**config.mk**
```make
export PLATFORM = sky130hd
export DESIGN_NAME = byte_word_bridge
export DESIGN_NICKNAME = d
export VERILOG_FILES = /design/src/rtl/bwb_pkg.sv /design/src/rtl/bwb_strobe_sync.sv /design/src/rtl/bwb_stage_reg.sv /design/src/rtl/bwb_oe_ctrl.sv /design/src/rtl/byte_word_bridge.sv
export SDC_FILE = /design/constraint.sdc
export NUM_CORES = 1
export LEC_CHECK = 0
export ABC_AREA = 1
export BUFFER_PORTS_ARGS = -buffer_cell sky130_fd_sc_hd__buf_2
export CORE_AREA = 2 2 58 60
export DETAILED_ROUTE_END_ITERATION = 8
export DIE_AREA = 0 0 60 62
export PLACE_DENSITY = 0.69
export SETUP_SLACK_MARGIN = 0.02
export SYNTH_ARGS = -nofsm -noshare
export SYNTH_HDL_FRONTEND = slang
export SYNTH_SLANG_ARGS = --single-unit
```
**constraint.sdc**
```tcl
create_clock -name clk_i -period 2.35 [get_ports clk_i]
set_input_delay 0.47 -clock clk_i [delete_from_list [all_inputs] [get_ports clk_i]]
set_output_delay 0.47 -clock clk_i [all_outputs]
set_load 0.03 [all_outputs]
```
**src/rtl/bwb_pkg.sv**
```systemverilog
package bwb_pkg;
  localparam int NUM_STB = 4;
  // strobe lane order inside the synchronized vector
  localparam int STB_WR_LO = 0;
  localparam int STB_WR_HI = 1;
  localparam int STB_RD_LO = 2;
  localparam int STB_RD_HI = 3;
endpackage

```
**src/rtl/bwb_strobe_sync.sv**
```systemverilog
module bwb_strobe_sync #(
  parameter int N      = 4,
  parameter int STAGES = 2
) (
  input  logic         clk_i,
  input  logic         rst_ni,
  input  logic [N-1:0] stb_n_i,
  output logic [N-1:0] act_o,
  output logic [N-1:0] rel_o
);
  logic [N-1:0] last_q;

  for (genvar g = 0; g < N; g++) begin : g_lane
    logic [STAGES-1:0] chain_q;
    always_ff @(posedge clk_i or negedge rst_ni) begin
      if (!rst_ni) chain_q <= '1;
      else         chain_q <= {chain_q[STAGES-2:0], stb_n_i[g]};
    end
    assign act_o[g] = ~chain_q[STAGES-1];
  end

  always_ff @(posedge clk_i or negedge rst_ni) begin
    if (!rst_ni) last_q <= '0;
    else         last_q <= act_o;
  end

  // release = was active, now inactive
  assign rel_o = last_q & ~act_o;
endmodule

```
**src/rtl/bwb_stage_reg.sv**
```systemverilog
module bwb_stage_reg #(
  parameter int W = 8
) (
  input  logic         clk_i,
  input  logic         rst_ni,
  input  logic         load_i,
  input  logic [W-1:0] d_i,
  output logic [W-1:0] q_o
);
  always_ff @(posedge clk_i or negedge rst_ni) begin
    if (!rst_ni)     q_o <= '0;
    else if (load_i) q_o <= d_i;
  end
endmodule

```
**src/rtl/bwb_oe_ctrl.sv**
```systemverilog
module bwb_oe_ctrl
  import bwb_pkg::*;
(
  input  logic               clk_i,
  input  logic               rst_ni,
  input  logic [NUM_STB-1:0] act_i,
  output logic               overlap_o,
  output logic               host_oe_o,
  output logic               per_oe_o,
  output logic               conflict_o
);
  logic overlap_q;

  // more than one bit set
  assign overlap_o  = |(act_i & (act_i - NUM_STB'(1)));
  assign per_oe_o   = act_i[STB_WR_HI] & ~overlap_o;
  assign host_oe_o  = (act_i[STB_RD_LO] | act_i[STB_RD_HI]) & ~overlap_o;

  always_ff @(posedge clk_i or negedge rst_ni) begin
    if (!rst_ni) begin
      overlap_q  <= 1'b0;
      conflict_o <= 1'b0;
    end else begin
      overlap_q  <= overlap_o;
      conflict_o <= overlap_o & ~overlap_q;
    end
  end
endmodule

```
**src/rtl/byte_word_bridge.sv**
```systemverilog
module byte_word_bridge
  import bwb_pkg::*;
#(
  parameter int BYTE_W      = 8,
  parameter int SYNC_STAGES = 2
) (
  input  logic                clk_i,
  input  logic                rst_ni,
  input  logic                wr_lo_n_i,
  input  logic                wr_hi_n_i,
  input  logic                rd_lo_n_i,
  input  logic                rd_hi_n_i,
  input  logic [BYTE_W-1:0]   host_d_i,
  output logic [BYTE_W-1:0]   host_d_o,
  output logic                host_oe_o,
  input  logic [2*BYTE_W-1:0] per_d_i,
  output logic [2*BYTE_W-1:0] per_d_o,
  output logic                per_oe_o,
  output logic                conflict_o
);
  localparam int WORD_W = 2 * BYTE_W;

  logic [NUM_STB-1:0] stb_n, act, rel;
  logic [BYTE_W-1:0]  wr_lo_q, rd_hi_q;
  logic               overlap;

  assign stb_n[STB_WR_LO] = wr_lo_n_i;
  assign stb_n[STB_WR_HI] = wr_hi_n_i;
  assign stb_n[STB_RD_LO] = rd_lo_n_i;
  assign stb_n[STB_RD_HI] = rd_hi_n_i;

  bwb_strobe_sync #(.N(NUM_STB), .STAGES(SYNC_STAGES)) u_sync (
    .clk_i, .rst_ni, .stb_n_i(stb_n), .act_o(act), .rel_o(rel)
  );

  bwb_stage_reg #(.W(BYTE_W)) u_wr_lo (
    .clk_i, .rst_ni, .load_i(rel[STB_WR_LO]), .d_i(host_d_i), .q_o(wr_lo_q)
  );

  bwb_stage_reg #(.W(BYTE_W)) u_rd_hi (
    .clk_i, .rst_ni, .load_i(rel[STB_RD_LO]), .d_i(per_d_i[WORD_W-1:BYTE_W]),
    .q_o(rd_hi_q)
  );

  bwb_oe_ctrl u_oe (
    .clk_i, .rst_ni, .act_i(act), .overlap_o(overlap),
    .host_oe_o, .per_oe_o, .conflict_o
  );

  assign per_d_o  = {host_d_i, wr_lo_q};
  assign host_d_o = act[STB_RD_HI] ? rd_hi_q : per_d_i[BYTE_W-1:0];
endmodule

```
# --- Yosys cells after proc, flatten, opt, wreduce, memory -nomap -nowiden ---
# Cells that the tools add are included.
classes:
  add_sub_neg: 1
  mux: 1
  bitwise: 13
  reduce_logical: 1
ops:
  columns: ["operator", "n"]
  rows:
  - ["$mux W8", 1]
  - ["$not A1 Y1", 6]
  - ["$and A4 B4 Y4", 1]
  - ["$reduce_or A4 Y1", 1]
  - ["$sub A4 B1 Y4 const B", 1]
  - ["$and A1 B1 Y1", 3]
  - ["$and A3 B3 Y3", 1]
  - ["$not A3 Y3", 1]
  - ["$or A1 B1 Y1", 1]
word_totals:
  reg_bits: 29
  elab_cells: 25

# --- Longest topological paths before layout ---
# Gate-level depths: netlist of the first run.
depth:
  word_depth: 6
  ltp_mapped: 5

# --- Hierarchy ---
# From an unflattened synthesis of the first run, not the netlist that was laid out.
unflattened:
  hier_cells: 141
  hier_area_um2: 1238.7
modules_own_cells:
  columns: ["mod", "instances", "cells_per_inst", "area_per_inst_um2", "seq_area_each_um2"]
  rows:
  - ["bwb_stage_reg", 2, 34, 305.3, 200.2]
  - ["bwb_strobe_sync", 1, 24, 355.3, 310.3]
  - ["byte_word_bridge", 1, 34, 165.2, 0.0]
  - ["bwb_oe_ctrl", 1, 15, 107.6, 50.0]

# --- Worst setup path before layout of the first run ---
# OpenSTA, ideal clock, no wires.
synth_timing:
  path_kind: "reg2out"
  startpoint: "register u_sync.g_lane[3].chain_q[1]"
  endpoint: "output port host_d_o[4]"
  t_arrival_ps: 1224
  path_slack_ps: 656
  path_stages_with_launch: 3
  path_buffers: 1
  path_cell_list: "dfstp_2 buf_2 o21ai_0"
synth_via:
  elab_chain_cells: 1
synth_rtl:
  columns: ["item", "line_no", "text"]
  rows:
  - ["start: declaration", "bwb_strobe_sync.sv:14", "logic [STAGES-1:0] chain_q;"]
  - ["start signal: assignment", "bwb_strobe_sync.sv:17", "else chain_q <= {chain_q[STAGES-2:0], stb_n_i[g]};"]
  - ["$mux W8", "byte_word_bridge.sv:51", "assign host_d_o = act[STB_RD_HI] ? rd_hi_q : per_d_i[BYTE_W-1:0];"]
  - ["end: declaration", "byte_word_bridge.sv:14", "output logic [BYTE_W-1:0] host_d_o,"]
# Every way passes these cells.

# --- Final worst setup path of the first run ---
layout_timing:
  startpoint: "register u_sync.g_lane[0].chain_q[1]"
  endpoint: "output port host_oe_o"
layout_via:
  elab_chain_cells: 6
layout_rtl:
  columns: ["item", "line_no", "text"]
  rows:
  - ["start: declaration", "bwb_strobe_sync.sv:14", null]
  - ["start signal: assignment", "bwb_strobe_sync.sv:17", null]
  - ["$not A1 Y1 *", "bwb_strobe_sync.sv:19", "assign act_o[g] = ~chain_q[STAGES-1];"]
  - ["$sub A4 B1 Y4", "bwb_oe_ctrl.sv:15", "assign overlap_o = |(act_i & (act_i - NUM_STB'(1)));"]
  - ["$and A4 B4 Y4 *", "bwb_oe_ctrl.sv:15", null]
  - ["$reduce_or A4 Y1 *", "bwb_oe_ctrl.sv:15", null]
  - ["$not A1 Y1 *", "bwb_oe_ctrl.sv:17", "assign host_oe_o = (act_i[STB_RD_LO] | act_i[STB_RD_HI]) & ~overlap_o;"]
  - ["$and A1 B1 Y1 *", "bwb_oe_ctrl.sv:17", null]
  - ["end: declaration", "byte_word_bridge.sv:15", "output logic host_oe_o,"]
# Mark *: on every way between the ends. The rest lies on a longest branch, timed or not.

==> impl_metrics.tcl, run 1 <==
set metrics [dict create \
    status "completed" \
    cp-end-kind "output port" \
    drv_cap 0 \
    p_sw_frac 0.318 \
    start_kind "flop" \
    avgSynthCellArea_um2 9.29 \
    tns_ns 0 \
    core_um2 3180 \
    yosys.area_share.simple 0.251 \
    rsz0062_at_grt "no" \
    clock.fmax_mhz 491 \
    muxShareOfSynthArea 0 \
    synth-compound-area-share 0.0389 \
    worst_slack_ns 0.314 \
    dp_slack_ns 0.642 \
    cts_setup_buffers 0 \
    cts-htree-levels 1 \
    cts_tree "yes" \
    clkPwrFrac 0.187 \
    die_height_um 62 \
    cts_root_buf "clkbuf_4" \
    pwr-share-comb 0.237 \
    cts_hold_buf 0 \
    drcViolationCount 0 \
    drtPass1Iterations 4 \
    stdcell_area_um2 1450 \
    drv_slew 0 \
    relSlewSlack 0.602 \
    die_area_um2 3720 \
    crit-reg2reg-launch "u_sync.g_lane[2].chain_q[1]" \
    fillers 332 \
    hold_class "in2async" \
    synth_top_family_by_area "simple AND/OR/NAND/NOR gates" \
    clock-sinks 28 \
    timing.hold.ws_ns 0.146 \
    rrSetupSlack_ns 1.21 \
    power.density_nw_per_um2 674 \
    synth_fa_ha_area_frac 0 \
    p_int_mw 0.666 \
    drt_iter0_drc 35 \
    grt_pass1_wl_um 3590 \
    min_period_ns 2.04 \
    crit_end "host_oe_o" \
    antenna_found_initial 0 \
    seqPwrFrac 0.576 \
    yosysUniqueCellTypes 14 \
    arrival_ns 1.57 \
    hold_viol_final 0 \
    cts_resized 0 \
    cts_buffers 3 \
    rows 21 \
    initial_core_util 0.374 \
    rr_endpoint "u_rd_hi.q_o[4]" \
    startpoint "u_sync.g_lane[0].chain_q[1]" \
    yosysWarningCount 0 \
    grt_pass1_vias 824 \
    dp_hpwl_um 1660 \
    n_antenna_cell 0 \
    crit_fanout 12 \
    port_buffers 56 \
    syn-cell-area_um2 1190 \
    grt_max_degree 29 \
    p_leak_nw 0.826 \
    track_usage 0.129 \
    yosysSeqAreaShare 0.598 \
    synth-seq-cells 28 \
    synth_nets 158 \
    fin_crit_sh 0.866 \
    path_clk_slew_ns 0.13 \
    setup_viol 0 \
    vias 935 \
    wl_um 2170 \
    p_sw_mw 0.311 \
    fin_skew_ns 0.00388 \
    gr-total-overflow 0 \
    ios 57 \
    place.gp.congestion 0.704 \
    synth_xor_area_frac 0 \
    worstSetupPathType "reg2out" \
    die_w_um 60 \
    ir_drop_mv 0.252 \
    via_per_inst 4.25 \
    wl_per_cell_um 9.86 \
    ant_nets 0 \
    nets 206 \
    synthCells 128 \
    area_delta_synth_final_pct 21.9 \
    worst_pin_slew_ns 0.597 \
    reg2reg_depth 3 \
    worstPathRequired_ns 1.88 \
    report.power.total_mw 0.977 \
    insertion_delay_ns 0.31 \
    drive_above_1_share 0.431 \
    clk_path_buf_depth 2 \
    placed_cell_area_um2 1430 \
]
layer usage:
layer	up-vias	share of wire	GRT usage	wire (µm)
met5	-	0	0	0
met2	49	0.42	0.211	906
met3	2	0.11	0.0311	230
met4	0	0.0046	0.0476	10
met1	406	0.47	0.166	1020
li1	478	-	-	-
layout by cell type (no fill, tap or decap):
cell,Yosys,layout
clkbuf_4,0,3
o21ai_0,3,3
nor2_2,3,3
nand3_1,15,15
nand2_1,48,48
buf_2,2,56
a21oi_1,1,1
nor2_1,3,3
dfrtp_1,20,20
a21oi_2,3,3
nand2_2,2,2
inv_1,9,9
dfstp_2,8,8
sequential cells by signal (all words and copies together) (netlist names):
name,flops
u_rd_hi.q_o,8
u_sync.g_lane.chain_q,8
u_wr_lo.q_o,8
u_sync.last_q,2
u_oe.conflict_o,1
u_oe.overlap_q,1
through the flow:
stage	util	instances
floorplan	-	128
global placement	0.449	217
detailed placement	0.449	217
CTS	0.456	220
global route	0.456	220
finish	0.456	220
cells by family (layout without fill, tap and decap cells):
logic type,after synthesis,in the layout
flip-flops,28,28
AO/OA/AOI/OAI,7,7
AND/OR/NAND/NOR,71,71
buffers and inverters,22,68
power groups by stage:
stage                     clock (mW)  sequential, mW  combinational [mW]
after floorplan                    0           0.600               0.132
after global placement             0           0.572               0.232
after detailed placement           0           0.572               0.235
after CTS                      0.195           0.564               0.235
after global routing           0.211           0.570               0.256
final                          0.183           0.563               0.231
how the worst min path moves through the flow:
stage	startpoint	end	slack, ns	cells after the start
finish	rst_ni	u_rd_hi.q_o[7]	0.15	1
global route	rst_ni	u_rd_hi.q_o[4]	0.17	1
CTS	rst_ni	u_rd_hi.q_o[5]	0.15	1
detailed placement	u_sync.g_lane[3].chain_q[0]	u_sync.g_lane[3].chain_q[1]	0.35	0
global placement	u_sync.g_lane[3].chain_q[0]	u_sync.g_lane[3].chain_q[1]	0.35	0
floorplan	rst_ni	u_oe.conflict_o	0.17	0
worst max-delay path, stage by stage (launching register included):
cell and delay [ns]:
dfstp_2 0.68, nor2_1 0.09, nor2_2 0.16, nand3_1 0.10, inv_1 0.06, buf_2 0.18
cell usage after synthesis:
| master | count | area (µm²) |
|---|---|---|
| nand3_1 | 15 | 75.1 |
| a21oi_1 | 1 | 5.00 |
| nor2_2 | 3 | 18.8 |
| nand2_2 | 2 | 12.5 |
| buf_4 | 9 | 67.6 |
| a21oi_2 | 3 | 26.3 |
| buf_2 | 2 | 10.0 |
| o21ai_0 | 3 | 15.0 |
| buf_6 | 2 | 22.5 |
| dfstp_2 | 8 | 210 |
| nor2_1 | 3 | 11.3 |
| dfrtp_1 | 20 | 500 |
| inv_1 | 9 | 33.8 |
| nand2_1 | 48 | 180 |
layout make-up:
class,count,area (µm²),share of cell area
sequential,28,711,0.491
clock buffer,3,22.5,0.0155
timing repair buffer,56,280,0.193
inverter,9,33.8,0.0233
tap,46,57.6,0.0397
multi-input combinational,78,344,0.237
No activity file was read; power rests on OpenSTA's default activity.
==> inputs of run 2 (changes only) <==
- clock period: 2.35 -> 2 ns (I/O delays scaled with it)
==> impl_metrics.tcl, run 2 (synthesis gave the netlist of run 1 again) <==
set metrics [dict create \
    worst_pin_slew_ns 0.601 \
    hold_viol_final 0 \
    wl_per_cell_um 9.70 \
    n_antenna_cell 0 \
    crit_fanout 5 \
    insertion_delay_ns 0.31 \
    layout_commonest_cell "buf_2" \
    power.density_nw_per_um2 800 \
    fillers 318 \
    vias 952 \
    min_period_ns 1.83 \
    grt_pass1_vias 787 \
    rr_endpoint "u_rd_hi.q_o[4]" \
    grt_pass1_wl_um 3420 \
    wl_um 2200 \
    drv_cap 0 \
    ant_nets 0 \
    final_cell_mix "56 x buf_2, 48 x nand2_1, 20 x dfrtp_1, 15 x nand3_1, 9 x inv_1" \
    path_clk_slew_ns 0.14 \
    worstSetupPathType "reg2out" \
    fin_crit_sh 0.917 \
    cp-end-kind "output port" \
    drtPass1Iterations 4 \
    rsz0062_at_grt "no" \
    placed_cells 217 \
    cts-htree-levels 1 \
    rows 21 \
    gr-total-overflow 0 \
    via_per_inst 4.19 \
    start_kind "flop" \
    grt_max_degree 29 \
    cts_root_buf "clkbuf_4" \
    track_usage 0.124 \
    drt_iter0_drc 23 \
    dp_slack_ns 0.379 \
    reg2reg_depth 4 \
    crit-reg2reg-launch "u_sync.g_lane[2].chain_q[1]" \
    timing.hold.ws_ns 0.0723 \
    p_leak_nw 0.862 \
    fin_cells 227 \
    ir_drop_mv 0.348 \
    clock.fmax_mhz 545 \
    place.gp.congestion 0.706 \
    die_height_um 62 \
    clock-sinks 28 \
    die_w_um 60 \
    ios 57 \
    dp_hpwl_um 1650 \
    stdcell_area_um2 1510 \
    relSlewSlack 0.599 \
    drive_above_1_share 0.453 \
    cts_buffers 3 \
    placed_cell_area_um2 1430 \
    antenna_found_initial 0 \
    nets 212 \
    hold_class "in2async" \
    status "completed" \
    fin_skew_ns 0.00302 \
    initial_core_util 0.374 \
    reg.largest.list "u_rd_hi.q_o x8, u_sync.g_lane.chain_q x8, u_wr_lo.q_o x8" \
    cts_tree "yes" \
    port_buffers 56 \
    tns_ns 0 \
    die_area_um2 3720 \
    area_delta_synth_final_pct 26.8 \
    arrival_ns 1.43 \
    drv_slew 0 \
    clk_path_buf_depth 2 \
    rrSetupSlack_ns 0.81 \
    setup_viol 0 \
    worst_slack_ns 0.166 \
    drcViolationCount 0 \
    worstPathRequired_ns 1.60 \
    core_um2 3180 \
]
run 2: area by class of cell:
type,instances,area (µm²),share of cell area
Sequential cell,28,711,0.471
Multi-Input combinational cell,78,344,0.228
Timing Repair Buffer,62,325,0.216
Tap cell,46,57.6,0.0382
Clock buffer,4,36.3,0.0241
Inverter,9,33.8,0.0224
run 2: metal layers:
metal,up-vias,track usage,part of all wire
li1,493,-,-
met1,408,0.164,0.49
met2,49,0.207,0.42
met3,2,0.0186,0.088
met4,0,0.0476,0.0045
met5,-,0,0
run 2: repair_timing:
| item | in CTS | in global routing |
|---|---|---|
| gates resized for setup | 0 | 0 |
| setup endpoints to repair | 2 | 2 |
| pin swaps | 0 | 1 |
| hold buffers | 0 | 0 |
| setup buffers | 2 | 4 |
run 2: critical path: stages, from the launching register on:
cell and delay, ns:
dfstp_2 0.60, nand2_1 0.08, nand2_1 0.12, nand3_1 0.09, inv_1 0.05, buf_2 0.18
run 2: metrics by stage:
step | util | power (mW)
finish | 0.474 | 1.21
global route | 0.474 | 1.28
CTS | 0.465 | 1.22
detailed placement | 0.449 | 0.948
global placement | 0.449 | 0.944
floorplan | - | 0.860
run 2: report_power, final:
part | internal (mW) | switching, mW | total (mW)
registers | 0.627 | 0.0297 | 0.656
logic | 0.0943 | 0.194 | 0.288
clock network | 0.111 | 0.150 | 0.261
total | 0.832 | 0.374 | 1.21
run 2: how the worst max path moves through the flow:
stage	cells after the start	slack, ns	from	endpoint
final	5	0.17	u_sync.g_lane[2].chain_q[1]	host_oe_o
after global routing	5	0.02	u_sync.g_lane[2].chain_q[1]	host_oe_o
after CTS	5	0.08	u_sync.g_lane[2].chain_q[1]	host_oe_o
after detailed placement	5	0.38	u_sync.g_lane[0].chain_q[1]	host_oe_o
after global placement	5	0.40	u_sync.g_lane[0].chain_q[1]	host_oe_o
after floorplan	2	0.38	u_sync.g_lane[3].chain_q[1]	host_d_o[4]
==> inputs of run 3 (changes only) <==
- BUFFER_PORTS_ARGS: -buffer_cell sky130_fd_sc_hd__buf_2 -> -buffer_cell sky130_fd_sc_hd__clkbuf_2
==> impl_metrics.tcl, run 3 (synthesis gave the netlist of run 1 again) <==
set metrics [dict create \
    clk_path_buf_depth 2 \
    cp-end-kind "output port" \
    gr-usage-met1 0.160 \
    final_cell_mix "54 x clkbuf_2, 48 x nand2_1, 20 x dfrtp_1, 15 x nand3_1, 9 x inv_1" \
    rrSetupSlack_ns 0.80 \
    drive_above_1_share 0.447 \
    initial_core_util 0.374 \
    status "completed" \
    clkPwrFrac 0.219 \
    start_kind "flop" \
    gr-total-overflow 0 \
    timing.hold.ws_ns 0.0888 \
    n_antenna_cell 0 \
    relSlewSlack 0.559 \
    worstSetupPathType "reg2out" \
    pwr-share-comb 0.237 \
    wl_um 2140 \
    hold_class "in2async" \
    cts-htree-levels 1 \
    nets 210 \
    wl_per_cell_um 9.52 \
    arrival_ns 1.44 \
    cts_buffers 3 \
    rows 21 \
    ios 57 \
    grt.busiest_layer "met2" \
    worstPathRequired_ns 1.60 \
    p_leak_nw 0.864 \
    cts_tree "yes" \
    antenna_found_initial 0 \
    p_sw_mw 0.377 \
    die_height_um 62 \
    clock-sinks 28 \
    seqPwrFrac 0.544 \
    grt_pass1_vias 860 \
    use_met3 0.0290 \
    clock.fmax_mhz 542 \
    place.gp.congestion 0.698 \
    die_area_um2 3720 \
    grt_max_degree 29 \
    crit_fanout 6 \
    drv_slew 0 \
    path_clk_slew_ns 0.14 \
    power.density_nw_per_um2 801 \
    drcViolationCount 0 \
    met2_usage 0.219 \
    port_buffers 56 \
    drt_iter0_drc 49 \
    track_usage 0.128 \
    min_period_ns 1.84 \
    area_delta_synth_final_pct 26.8 \
    p_sw_frac 0.312 \
    cts_root_buf "clkbuf_4" \
    vias 962 \
    dp_hpwl_um 1680 \
    layout_commonest_cell "clkbuf_2" \
    tns_ns 0 \
    drv_cap 0 \
    die_w_um 60 \
    fin_crit_sh 0.922 \
    ant_nets 0 \
    p_int_mw 0.831 \
    setup_viol 0 \
    fin_skew_ns 0.00239 \
    worst_pin_slew_ns 0.662 \
    grt_pass1_wl_um 3560 \
    core_um2 3180 \
    reg.largest.list "u_rd_hi.q_o x8, u_sync.g_lane.chain_q x8, u_wr_lo.q_o x8" \
    ir_drop_mv 0.393 \
    via_per_inst 4.28 \
    insertion_delay_ns 0.31 \
    hold_viol_final 0 \
    rsz0062_at_grt "yes" \
    drtPass1Iterations 4 \
]
-- run 3: changes by cell type in the layout (fill, tap and decap cells not counted), sizes merged --
| cell | delta |
|---|---|
| clkbuf | +55 |
| buf | -57 |
-- run 3: worst max-delay path, cell delays in order, from the launching register on --
cell and delay, ns:
dfstp_2 0.61, nand2_1 0.08, nand2_1 0.12, nand3_1 0.09, inv_1 0.05, buf_2 0.18
-- run 3: final cells by class --
type / instances / area [µm²]
Clock buffer: 4 / 36.3
Timing Repair Buffer: 60 / 325
Tap cell: 46 / 57.6
Multi-Input combinational cell: 78 / 344
Sequential cell: 28 / 711
Fill cell: 328 / 1670
Inverter: 9 / 33.8
-- run 3: power groups by stage --
| stage | clock network (mW) | logic (mW) | registers, mW |
|---|---|---|---|
| 5_1_grt | 0.299 | 0.316 | 0.666 |
| 4_1_cts | 0.279 | 0.287 | 0.659 |
| 2_1_floorplan | 0 | 0.156 | 0.704 |
| 6_report | 0.264 | 0.287 | 0.657 |
| 3_5_place_dp | 0 | 0.277 | 0.673 |
| 3_3_place_gp | 0 | 0.272 | 0.672 |
-- run 3: what timing repair did --
item                                    CTS  global route
cloned                                    0             0
buffers inserted                          2             2
pin swaps                                 0             0
endpoints found under the setup margin    2             2
resized for setup                         0             3
hold buffers                              0             0
-- run 3: path summary, 6_finish.rpt --
kind | start | end | depth (start not counted)
min | rst_ni | u_rd_hi.q_o[2] | 1
max reg2reg | u_sync.g_lane[2].chain_q[1] | u_rd_hi.q_o[4] | 4
max in group asynchronous | rst_ni | u_oe.overlap_q | 1
min reg2reg | u_sync.g_lane[2].chain_q[0] | u_sync.g_lane[2].chain_q[1] | 0
min in group clk_i | wr_lo_n_i | u_sync.g_lane[0].chain_q[0] | 1
max | u_sync.g_lane[2].chain_q[1] | per_oe_o | 5
-- run 3: metal layers --
layer | part of all wire | wire [µm]
met5 | 0 | 0
met4 | 0.0061 | 13
met1 | 0.44 | 935
met3 | 0.11 | 230
met2 | 0.45 | 963
-- run 3: metrics by stage --
step                setup slack (ns)  std cells  cell area, µm²   util  power [mW]
finish                         0.156        225            1510  0.474        1.21
global route                 0.00897        225            1510  0.474        1.28
CTS                           0.0573        223            1490  0.469        1.23
detailed placement             0.361        217            1430  0.449       0.950
global placement               0.391        217            1430  0.449       0.944
floorplan                      0.376        128            1190      -       0.860
